[config.mk]
export PLATFORM = sky130hd
export DESIGN_NAME = uart_frame_tx
export DESIGN_NICKNAME = d
export VERILOG_FILES = /design/src/rtl/uart_frame_tx.sv
export SDC_FILE = /design/constraint.sdc
export NUM_CORES = 1
export LEC_CHECK = 0
export CAP_MARGIN = 20
export CELL_PAD_IN_SITES_DETAIL_PLACEMENT = 1
export CELL_PAD_IN_SITES_GLOBAL_PLACEMENT = 1
export CORE_AREA = 2 2 140 87
export CTS_BUF_LIST = sky130_fd_sc_hd__clkbuf_16
export CTS_CLUSTER_SIZE = 30
export DETAILED_ROUTE_END_ITERATION = 7
export DIE_AREA = 0 0 142 89
export PLACE_DENSITY_LB_ADDON = 0.05
export SLEW_MARGIN = 0
export SYNTH_ARGS = -nofsm -noshare
export SYNTH_HDL_FRONTEND = slang
export SYNTH_SLANG_ARGS = --single-unit
[constraint.sdc]
create_clock -name clk -period 3.7 [get_ports clk]
set_input_delay 1.11 -clock clk [delete_from_list [all_inputs] [get_ports clk]]
set_output_delay 1.11 -clock clk [all_outputs]
set_load 0.1 [all_outputs]
[src/rtl/uart_frame_tx.sv]
`timescale 1ns/1ps
module uart_frame_tx #(
  parameter int DIV_W = 16
) (
  input  logic             clk,
  input  logic             rst_n,
  input  logic [7:0]       in_data,
  input  logic             in_valid,
  output logic             in_ready,
  input  logic [DIV_W-1:0] divisor,
  input  logic [1:0]       len_sel,
  input  logic [2:0]       par_mode,
  input  logic [1:0]       stop_sel,
  output logic             txd,
  output logic             busy,
  output logic             done
);

  typedef enum logic [2:0] {S_IDLE, S_START, S_DATA, S_PAR, S_STOP} st_t;

  st_t              st;
  logic [7:0]       sh;
  logic [DIV_W-1:0] div_q, cnt;
  logic [2:0]       hidx, bcnt, nlast, stop_m1;
  logic             par_bit, par_on;

  logic [7:0]       mask, pdat;
  logic [DIV_W-1:0] lo_half, hi_half, half_len;
  logic             accept, half_end, last_half;
  logic [2:0]       halves_m1;

  assign accept    = in_valid && in_ready;
  assign mask      = (len_sel == 2'd0) ? 8'h1F : (len_sel == 2'd1) ? 8'h7F : 8'hFF;
  assign pdat      = in_data & mask;
  assign lo_half   = div_q >> 1;
  assign hi_half   = div_q - lo_half;
  assign half_len  = hidx[0] ? hi_half : lo_half;
  assign half_end  = (cnt == half_len - 1'b1);
  assign halves_m1 = (st == S_STOP) ? stop_m1 : 3'd1;
  assign last_half = half_end && (hidx == halves_m1);

  assign in_ready  = (st == S_IDLE);
  assign busy      = !in_ready;

  always_comb begin
    case (st)
      S_START: txd = 1'b0;
      S_DATA:  txd = sh[0];
      S_PAR:   txd = par_bit;
      default: txd = 1'b1;
    endcase
  end

  always_ff @(posedge clk or negedge rst_n) begin
    if (!rst_n) begin
      st      <= S_IDLE;
      sh      <= '0;
      div_q   <= '0;
      cnt     <= '0;
      hidx    <= '0;
      bcnt    <= '0;
      nlast   <= '0;
      stop_m1 <= '0;
      par_bit <= 1'b0;
      par_on  <= 1'b0;
      done    <= 1'b0;
    end else if (accept) begin
      st      <= S_START;
      sh      <= pdat;
      div_q   <= divisor;
      cnt     <= '0;
      hidx    <= '0;
      bcnt    <= '0;
      done    <= 1'b0;
      nlast   <= (len_sel == 2'd0) ? 3'd4 : (len_sel == 2'd1) ? 3'd6 : 3'd7;
      stop_m1 <= (stop_sel == 2'd0) ? 3'd1 : (stop_sel == 2'd1) ? 3'd2 : 3'd3;
      par_on  <= (par_mode >= 3'd1) && (par_mode <= 3'd4);
      case (par_mode)
        3'd1:    par_bit <= ^pdat;
        3'd2:    par_bit <= ~^pdat;
        3'd3:    par_bit <= 1'b1;
        default: par_bit <= 1'b0;
      endcase
    end else if (st != S_IDLE) begin
      if (half_end) begin
        cnt  <= '0;
        hidx <= last_half ? 3'd0 : hidx + 3'd1;
      end else begin
        cnt <= cnt + 1'b1;
      end
      if (last_half) begin
        case (st)
          S_START: st <= S_DATA;
          S_DATA: begin
            sh   <= sh >> 1;
            bcnt <= bcnt + 3'd1;
            if (bcnt == nlast) st <= par_on ? S_PAR : S_STOP;
          end
          S_PAR: st <= S_STOP;
          default: begin
            st   <= S_IDLE;
            done <= 1'b1;
          end
        endcase
      end
    end
  end

endmodule

* Yosys cells after proc, flatten, opt, wreduce, memory -nomap -nowiden
Index checks and enable logic that the tools add are counted.
** Cells by class
- Add/subtract/negate cells :: 5
- Multiply operators :: 0
- Divide/modulo/power cells :: 0
- Order comparisons :: 2
- Equal/unequal tests :: 14
- Shift-type cells :: 0
- Muxes and demuxes :: 35
- Bitwise logic cells :: 1
- Reduce and logical (&&, ||, !) cells :: 19
** Operator list (count)
- $mux W16 :: 4
- $mux W8 :: 6
- $mux W3 :: 14
- $add A16 B1 Y16 const B :: 1
- $eq A16 B16 Y1 :: 1
- $sub A16 B1 Y16 const B :: 1
- $sub A16 B15 Y16 :: 1
- $eq A3 B2 Y1 const B :: 4
- $pmux W3 S3 :: 1
- $reduce_and A3 Y1 :: 3
- $and A8 B8 Y8 :: 1
- $reduce_bool A2 Y1 :: 4
- $reduce_xnor A8 Y1 :: 1
- $reduce_xor A8 Y1 :: 1
- $add A3 B1 Y3 const B :: 2
- $eq A3 B1 Y1 const B :: 2
- $eq A3 B3 Y1 :: 2
- $mux W1 :: 6
- $pmux W1 S3 :: 2
- $eq A2 B1 Y1 const B :: 2
- $logic_not A2 Y1 :: 2
- $mux W2 :: 2
- $eq A3 B3 Y1 const B :: 1
- $ge A3 B1 Y1 const B :: 1
- 9 further kinds :: 11
** Word-level totals
- Flip-flop bits (word level) :: 58
- Latch bits :: 0
- Memory bits (writable) :: 0
- ROM bits :: 0
- Input port bits :: 34
- Output and inout bits :: 4
- Logic and storage cells :: 87
- Memories :: 0

* Logic depth before layout (Yosys ltp)
- Depth after elaboration :: 9
- Depth in mapped cells :: 17
- Mapped depth without buffers :: 16

* Least setup slack after synthesis
Ideal clock, no wire load.
- Path kind :: register -> register
- Start point :: register div_q[1]
- End point :: register st[1]
- Setup time :: 0.087 ns
- Arrival time :: 3.869 ns
- Data required time :: 3.613 ns
- Slack :: -0.256 ns
- Cell stages (with the launch flop) :: 15
- Path buffers :: 0
- Clock period less this slack :: 3.956 ns
- Path through :: dfrtp_1 -> ha_1 -> fa_1 -> nand2b_1 -> a211oi_2 -> o21ai_0 -> a31oi_1 -> and4b_1 -> nand3_2 -> xnor2_1 -> nor4b_1 -> o2111a_1 -> nand4_2 -> or4b_1 -> o211ai_1
** On the way
- Longest elaborated chain between the ends :: 7
** Ends and longest elaborated chain
- start, declared :: RTL line 23 : logic [DIV_W-1:0] div_q, cnt;
- start signal, assigned :: RTL line 70 : div_q <= divisor;
- $sub A16 B15 Y16 :: RTL line 36 : assign hi_half = div_q - lo_half;
- $mux W16 (*) :: RTL line 37 : assign half_len = hidx[0] ? hi_half : lo_half;
- $sub A16 B1 Y16 (*) :: RTL line 38 : assign half_end = (cnt == half_len - 1'b1);
- $eq A16 B16 Y1 (*) :: RTL line 38
- $logic_and A1 B1 Y1 (*) :: RTL line 40 : assign last_half = half_end && (hidx == halves_m1);
- $reduce_bool A2 Y1 (no line) (*)
- $reduce_and A3 Y1 (no line) (*)
- end signal, assigned :: RTL line 97 : if (bcnt == nlast) st <= par_on ? S_PAR : S_STOP;
- end, declared :: RTL line 21 : st_t st;
Every way passes the cells marked *; elsewhere a longest branch is shown, timed or not.
A chain may end at the register's enable or synchronous reset.

* Worst setup path after layout
- Start point :: register div_q[1]
- End point :: register hidx[1]
** On the way
- Longest elaborated chain between the ends :: 9
- Elaborated cells between the ends (all ways) :: 11
- Classes of those cells :: 2 x add/sub; 1 x eq/ne; 5 x mux; 3 x reduce/logical
** Ends and longest elaborated chain
- $sub A16 B15 Y16 :: RTL line 36
- $mux W16 (*) :: RTL line 37
- $sub A16 B1 Y16 (*) :: RTL line 38
- $eq A16 B16 Y1 (*) :: RTL line 38
- $logic_and A1 B1 Y1 :: RTL line 40
- $mux W3 :: RTL line 87 : hidx <= last_half ? 3'd0 : hidx + 3'd1;
- $mux W3 :: RTL line 85 : if (half_end) begin
- $mux W3 :: RTL line 84 : end else if (st != S_IDLE) begin
- $mux W3 :: RTL line 67 : end else if (accept) begin
- end signal, assigned :: RTL line 87
- end, declared :: RTL line 24 : logic [2:0] hidx, bcnt, nlast, stop_m1;
Every way passes the cells marked *; elsewhere a longest branch is shown, timed or not. The select of a mux whose other input is x is not followed.

==> run summary <==
The tools report the kind of start point of the critical path as a flip-flop. The final-report hold violation count came out at 0. After synthesis the netlist holds a flip-flop and latch count of 57.

Once the floorplan was initialized, standard cells occupied 39.7% of the core. The Yosys step of the flow raised 0 warnings. The share of synthesized registers carrying an async set or reset was 100%. In this design, the stage delay of the slowest critical-path cell is 0.44 ns.

From synthesis to final layout, the design area changed by 43.9%. The logs give 0.246 GHz for the fmax and 4,622 for the via count of the first global-routing pass. The total power density per cell area is 231 mW/mm^2, and the wire length of the first global-routing pass is 24.2 mm. VDD sags by at most 0.213 mV. The wire length after detailed routing came out at 15.8 mm. The share of the Yosys chip area taken by registers is 32.0%.

The number of antenna violations at the first check in global routing is 0. The type of element capturing the critical path was a flip-flop. The tools report the worst-case setup margin in the final layout as -0.365 ns. The die span in y was 89 um. For the number of maximum-capacitance violations, the log shows 0.

The tools report the number of sinks driven by the clock tree as 57. Dividing the final minimum period by the clock period gives 110%. The run gives 532 as the synthesized netlist cell count. The final reports fail on negative setup slack.

Library cell appearing most often on the critical path: sky130_fd_sc_hd__buf_6. The largest total area in the synthesized netlist belongs to sky130_fd_sc_hd__dfrtp_1. For the worst setup path, the data arrival time is 4.33 ns. For this design, the slowest cell found on the critical path is sky130_fd_sc_hd__dfrtp_2. The area share of the largest cell type after synthesis is 32.0%. TritonCTS built the clock tree. The tools report the final max-slew violation count as 0.

The die covers 0.0126 mm^2. 0 antenna diodes ended up in the layout. The clock root buffer was sky130_fd_sc_hd__clkbuf_16. By startpoint and endpoint, the worst setup path is classified as reg2reg.

The first TritonRoute pass finished after 4 iterations. The final routed wire length divided by cell count was 19.8 um. Summed over all cells, the static leakage comes to 0.00296 uW.

The share of layout cells above drive strength 1 is 29.7%. The cell area after synthesis came out at 0.00445 mm^2. The flow ran to the end, but the final reports show violations. Counting flops with a built-in enable in the synthesized netlist gives 0. Area of the placeable core: 0.0112 mm^2. The run gives 0.34 ns as the clock latency on the worst-skew pair. Ranked by instance count, the synthesized netlist is headed by sky130_fd_sc_hd__nand2_1 (67), sky130_fd_sc_hd__dfrtp_1 (57), sky130_fd_sc_hd__o21ai_0 (41). Input and output buffers added on the ports amount to 37. Synthesis produced a netlist with a net count of 586. Across all layers, the routed design uses 4,565 vias. In this run, post-CTS hold repair placed 0 buffers.

The synthesized netlist devotes 21.9% of its cell area to simple gates. Walking the worst path, the cells encountered are ha_4 -> fa_2 -> nand2b_4 -> a211oi_4 -> buf_6 -> o21a_4 -> buf_6 -> a21oi_4 -> xnor2_1 -> mux2i_1 -> buf_4 -> buf_6 -> xnor2_4 -> xnor2_2 -> buf_4 -> o2111a_2 -> a21oi_4 -> buf_6 -> buf_6 -> nor2_4 -> o21ai_2. The number of standard-cell rows in the floorplan came out at 30. Number of buffers created by CTS: 9.

Each instance of the synthesized netlist takes up on average 8.37 um^2. Class of the tightest hold or removal check: reg2reg. For this run, the total global-route usage over all layers was measured as 24.9%. For the final database, setup skew stands at 0.0122 ns. After Yosys synthesis, full adders, half adders and majority gates account for 5.79% of the synthesized area. After synthesis, the cell types taking the most area are sky130_fd_sc_hd__dfrtp_1 (32%), sky130_fd_sc_hd__nand2_1 (5.6%), sky130_fd_sc_hd__ha_1 (5.3%).

For the finished layout, the period the worst path requires is 4.07 ns. Setup repair after global routing could not meet its margin everywhere. In this run the tightest slew margin relative to its limit is 46.5%. The distinct cell type count of the synthesized netlist came out at 76. The count of nets left with antenna violations once routing finished came out at 0. The setup total negative slack is -9.21 ns.

For this run, the leading register cell type out of synthesis is sky130_fd_sc_hd__dfrtp_1. The tools report the pin count of the biggest net entering global routing as 35. The post-detailed-route DRC marker count was 0; the post-detailed-route via-to-cell ratio was 5.71. Number of H-tree levels: 3.

The depth of the worst register-to-register path came out at 21. The clock passes through at most 2 buffers. The tools report the detailed placement HPWL as 11.1 mm. The filler cells instantiated in the layout total 1,288.

The tightest hold path in the finished design has a slack of 0.496 ns. The floorplan die width works out to 142 um. In this run the worst path has a maximum fanout of 7.

Clock-pin slew was measured on the worst setup and hold paths at 0.06 ns. The tools report the number of nets in the layout as 705. The synthesized netlist devotes 25.9% of its cell area to compound gates. The transition at the pin with the smallest max-transition slack is 0.800 ns, and the multiplexer share of the synthesized area is 2.28%. 38 I/O pins were placed. Routability-driven placement finished with a final weighted congestion of 0.866. The number of DRC violations after detailed-routing iteration 0 was 252; the worst hold path depth was 2.

The final-report setup violation count was 34; the aggregate global routing overflow was 0. The main combinational cell family by area after synthesis is compound AO/OA/AOI/OAI gates. sky130_fd_sc_hd__nand2_1 is the most common cell in the netlist.

Data on the critical path is required at its endpoint by 3.97 ns. Fraction of synthesized cell area in xor and xnor cells: 7.08%.
-- registers in the layout (all words and copies together) (netlist names) --
signal,cells
par_bit,1
sh,8
div_q,16
cnt,16
nlast,3
par_on,1
hidx,3
st,3
bcnt,3
done,1
stop_m1,2
-- per-layer routing --
metal  GRT usage [%]  wire length, um  part of all wire (%)
met5               0                0                     0
met3            4.55              751                   4.7
met1            36.5             7910                    50
met2            38.1             7010                    44
met4            6.18              140                  0.89
-- critical path, delay by kind of cell, from the launching register on --
family | cells | cell delay (ns)
compound gates | 6 | 1.18
xor+xnor | 3 | 0.49
fa+ha+maj | 2 | 0.55
buf+inv | 7 | 0.98
flops | 1 | 0.44
mux | 1 | 0.11
simple gates | 2 | 0.22
-- cell families after synthesis --
logic type               Yosys count
AO/OA/AOI/OAI                    159
buffers and inverters             56
multiplexers                      10
flip-flops                        57
adder cells (fa/ha/maj)           20
XOR/XNOR                          36
AND/OR/NAND/NOR                  194
-- placed cells by master, fill, tap and decap left out, types with 7 or more instances in the layout --
| cell type | count |
|---|---|
| sky130_fd_sc_hd__nand2_1 | 64 |
| sky130_fd_sc_hd__dfrtp_1 | 55 |
| sky130_fd_sc_hd__nand3_1 | 20 |
| sky130_fd_sc_hd__inv_1 | 29 |
| sky130_fd_sc_hd__buf_6 | 14 |
| sky130_fd_sc_hd__a21o_1 | 8 |
| sky130_fd_sc_hd__nor2_1 | 28 |
| sky130_fd_sc_hd__nand3b_1 | 7 |
| sky130_fd_sc_hd__clkdlybuf4s50_1 | 32 |
| sky130_fd_sc_hd__xnor2_1 | 17 |
| sky130_fd_sc_hd__or3_1 | 7 |
| sky130_fd_sc_hd__clkbuf_16 | 11 |
| sky130_fd_sc_hd__a21oi_2 | 8 |
| sky130_fd_sc_hd__xor2_1 | 15 |
| sky130_fd_sc_hd__o21ai_0 | 28 |
| sky130_fd_sc_hd__and3_1 | 14 |
| sky130_fd_sc_hd__o21ai_1 | 10 |
| sky130_fd_sc_hd__mux2i_1 | 9 |
| sky130_fd_sc_hd__buf_4 | 82 |
| sky130_fd_sc_hd__a21oi_1 | 19 |
| sky130_fd_sc_hd__ha_1 | 17 |
-- final cells by class --
class	instances	area, um^2	area share (%)
Inverter	31	116	1.82
Clock inverter	7	37.5	0.586
Timing Repair Buffer	133	1190	18.6
Clock buffer	9	225	3.51
Multi-Input combinational cell	419	3230	50.4
Sequential cell	57	1430	22.3
Tap cell	144	180	2.81
-- path summary, 6_finish.rpt --
check | from | to | slack [ns]
max in group asynchronous | rst_n | cnt[6]$_DFFE_PN0N_ | 2.16
worst min-delay path | par_bit$_DFFE_PN0P_ | par_bit$_DFFE_PN0P_ | 0.50
worst max register to register | div_q[1]$_DFFE_PN0P_ | hidx[1]$_DFFE_PN0P_ | -0.37
worst max-delay path | div_q[1]$_DFFE_PN0P_ | hidx[1]$_DFFE_PN0P_ | -0.37
min in group asynchronous | rst_n | div_q[12]$_DFFE_PN0P_ | 0.81
worst min register to register | par_bit$_DFFE_PN0P_ | par_bit$_DFFE_PN0P_ | 0.50
-- where the power goes --
part | internal, uW | total, uW | switching, uW
logic | 44.2 | 81.3 | 37.1
clock network | 444 | 774 | 329
registers | 624 | 624 | 0
-- repair_timing --
action	in CTS	in global routing
pin swaps	30	26
gates resized for setup	50	50
setup endpoints to repair	34	34
cloned	0	3
buffers inserted	12	7
-- stage by stage --
step           instances  util [%]  instance area (um^2)  setup WS [ns]  power, uW
3_3_place_gp         764      49.1                  5510         -0.206        715
3_5_place_dp         764      49.1                  5510         -0.441        717
4_1_cts              792      54.1                  6070         -0.281       1490
2_1_floorplan        532         -                  4500         -0.122        655
5_1_grt              800      57.1                  6410         -0.510       1520
6_report             800      57.1                  6410         -0.365       1480
Power figures use the tool's default switching activity.
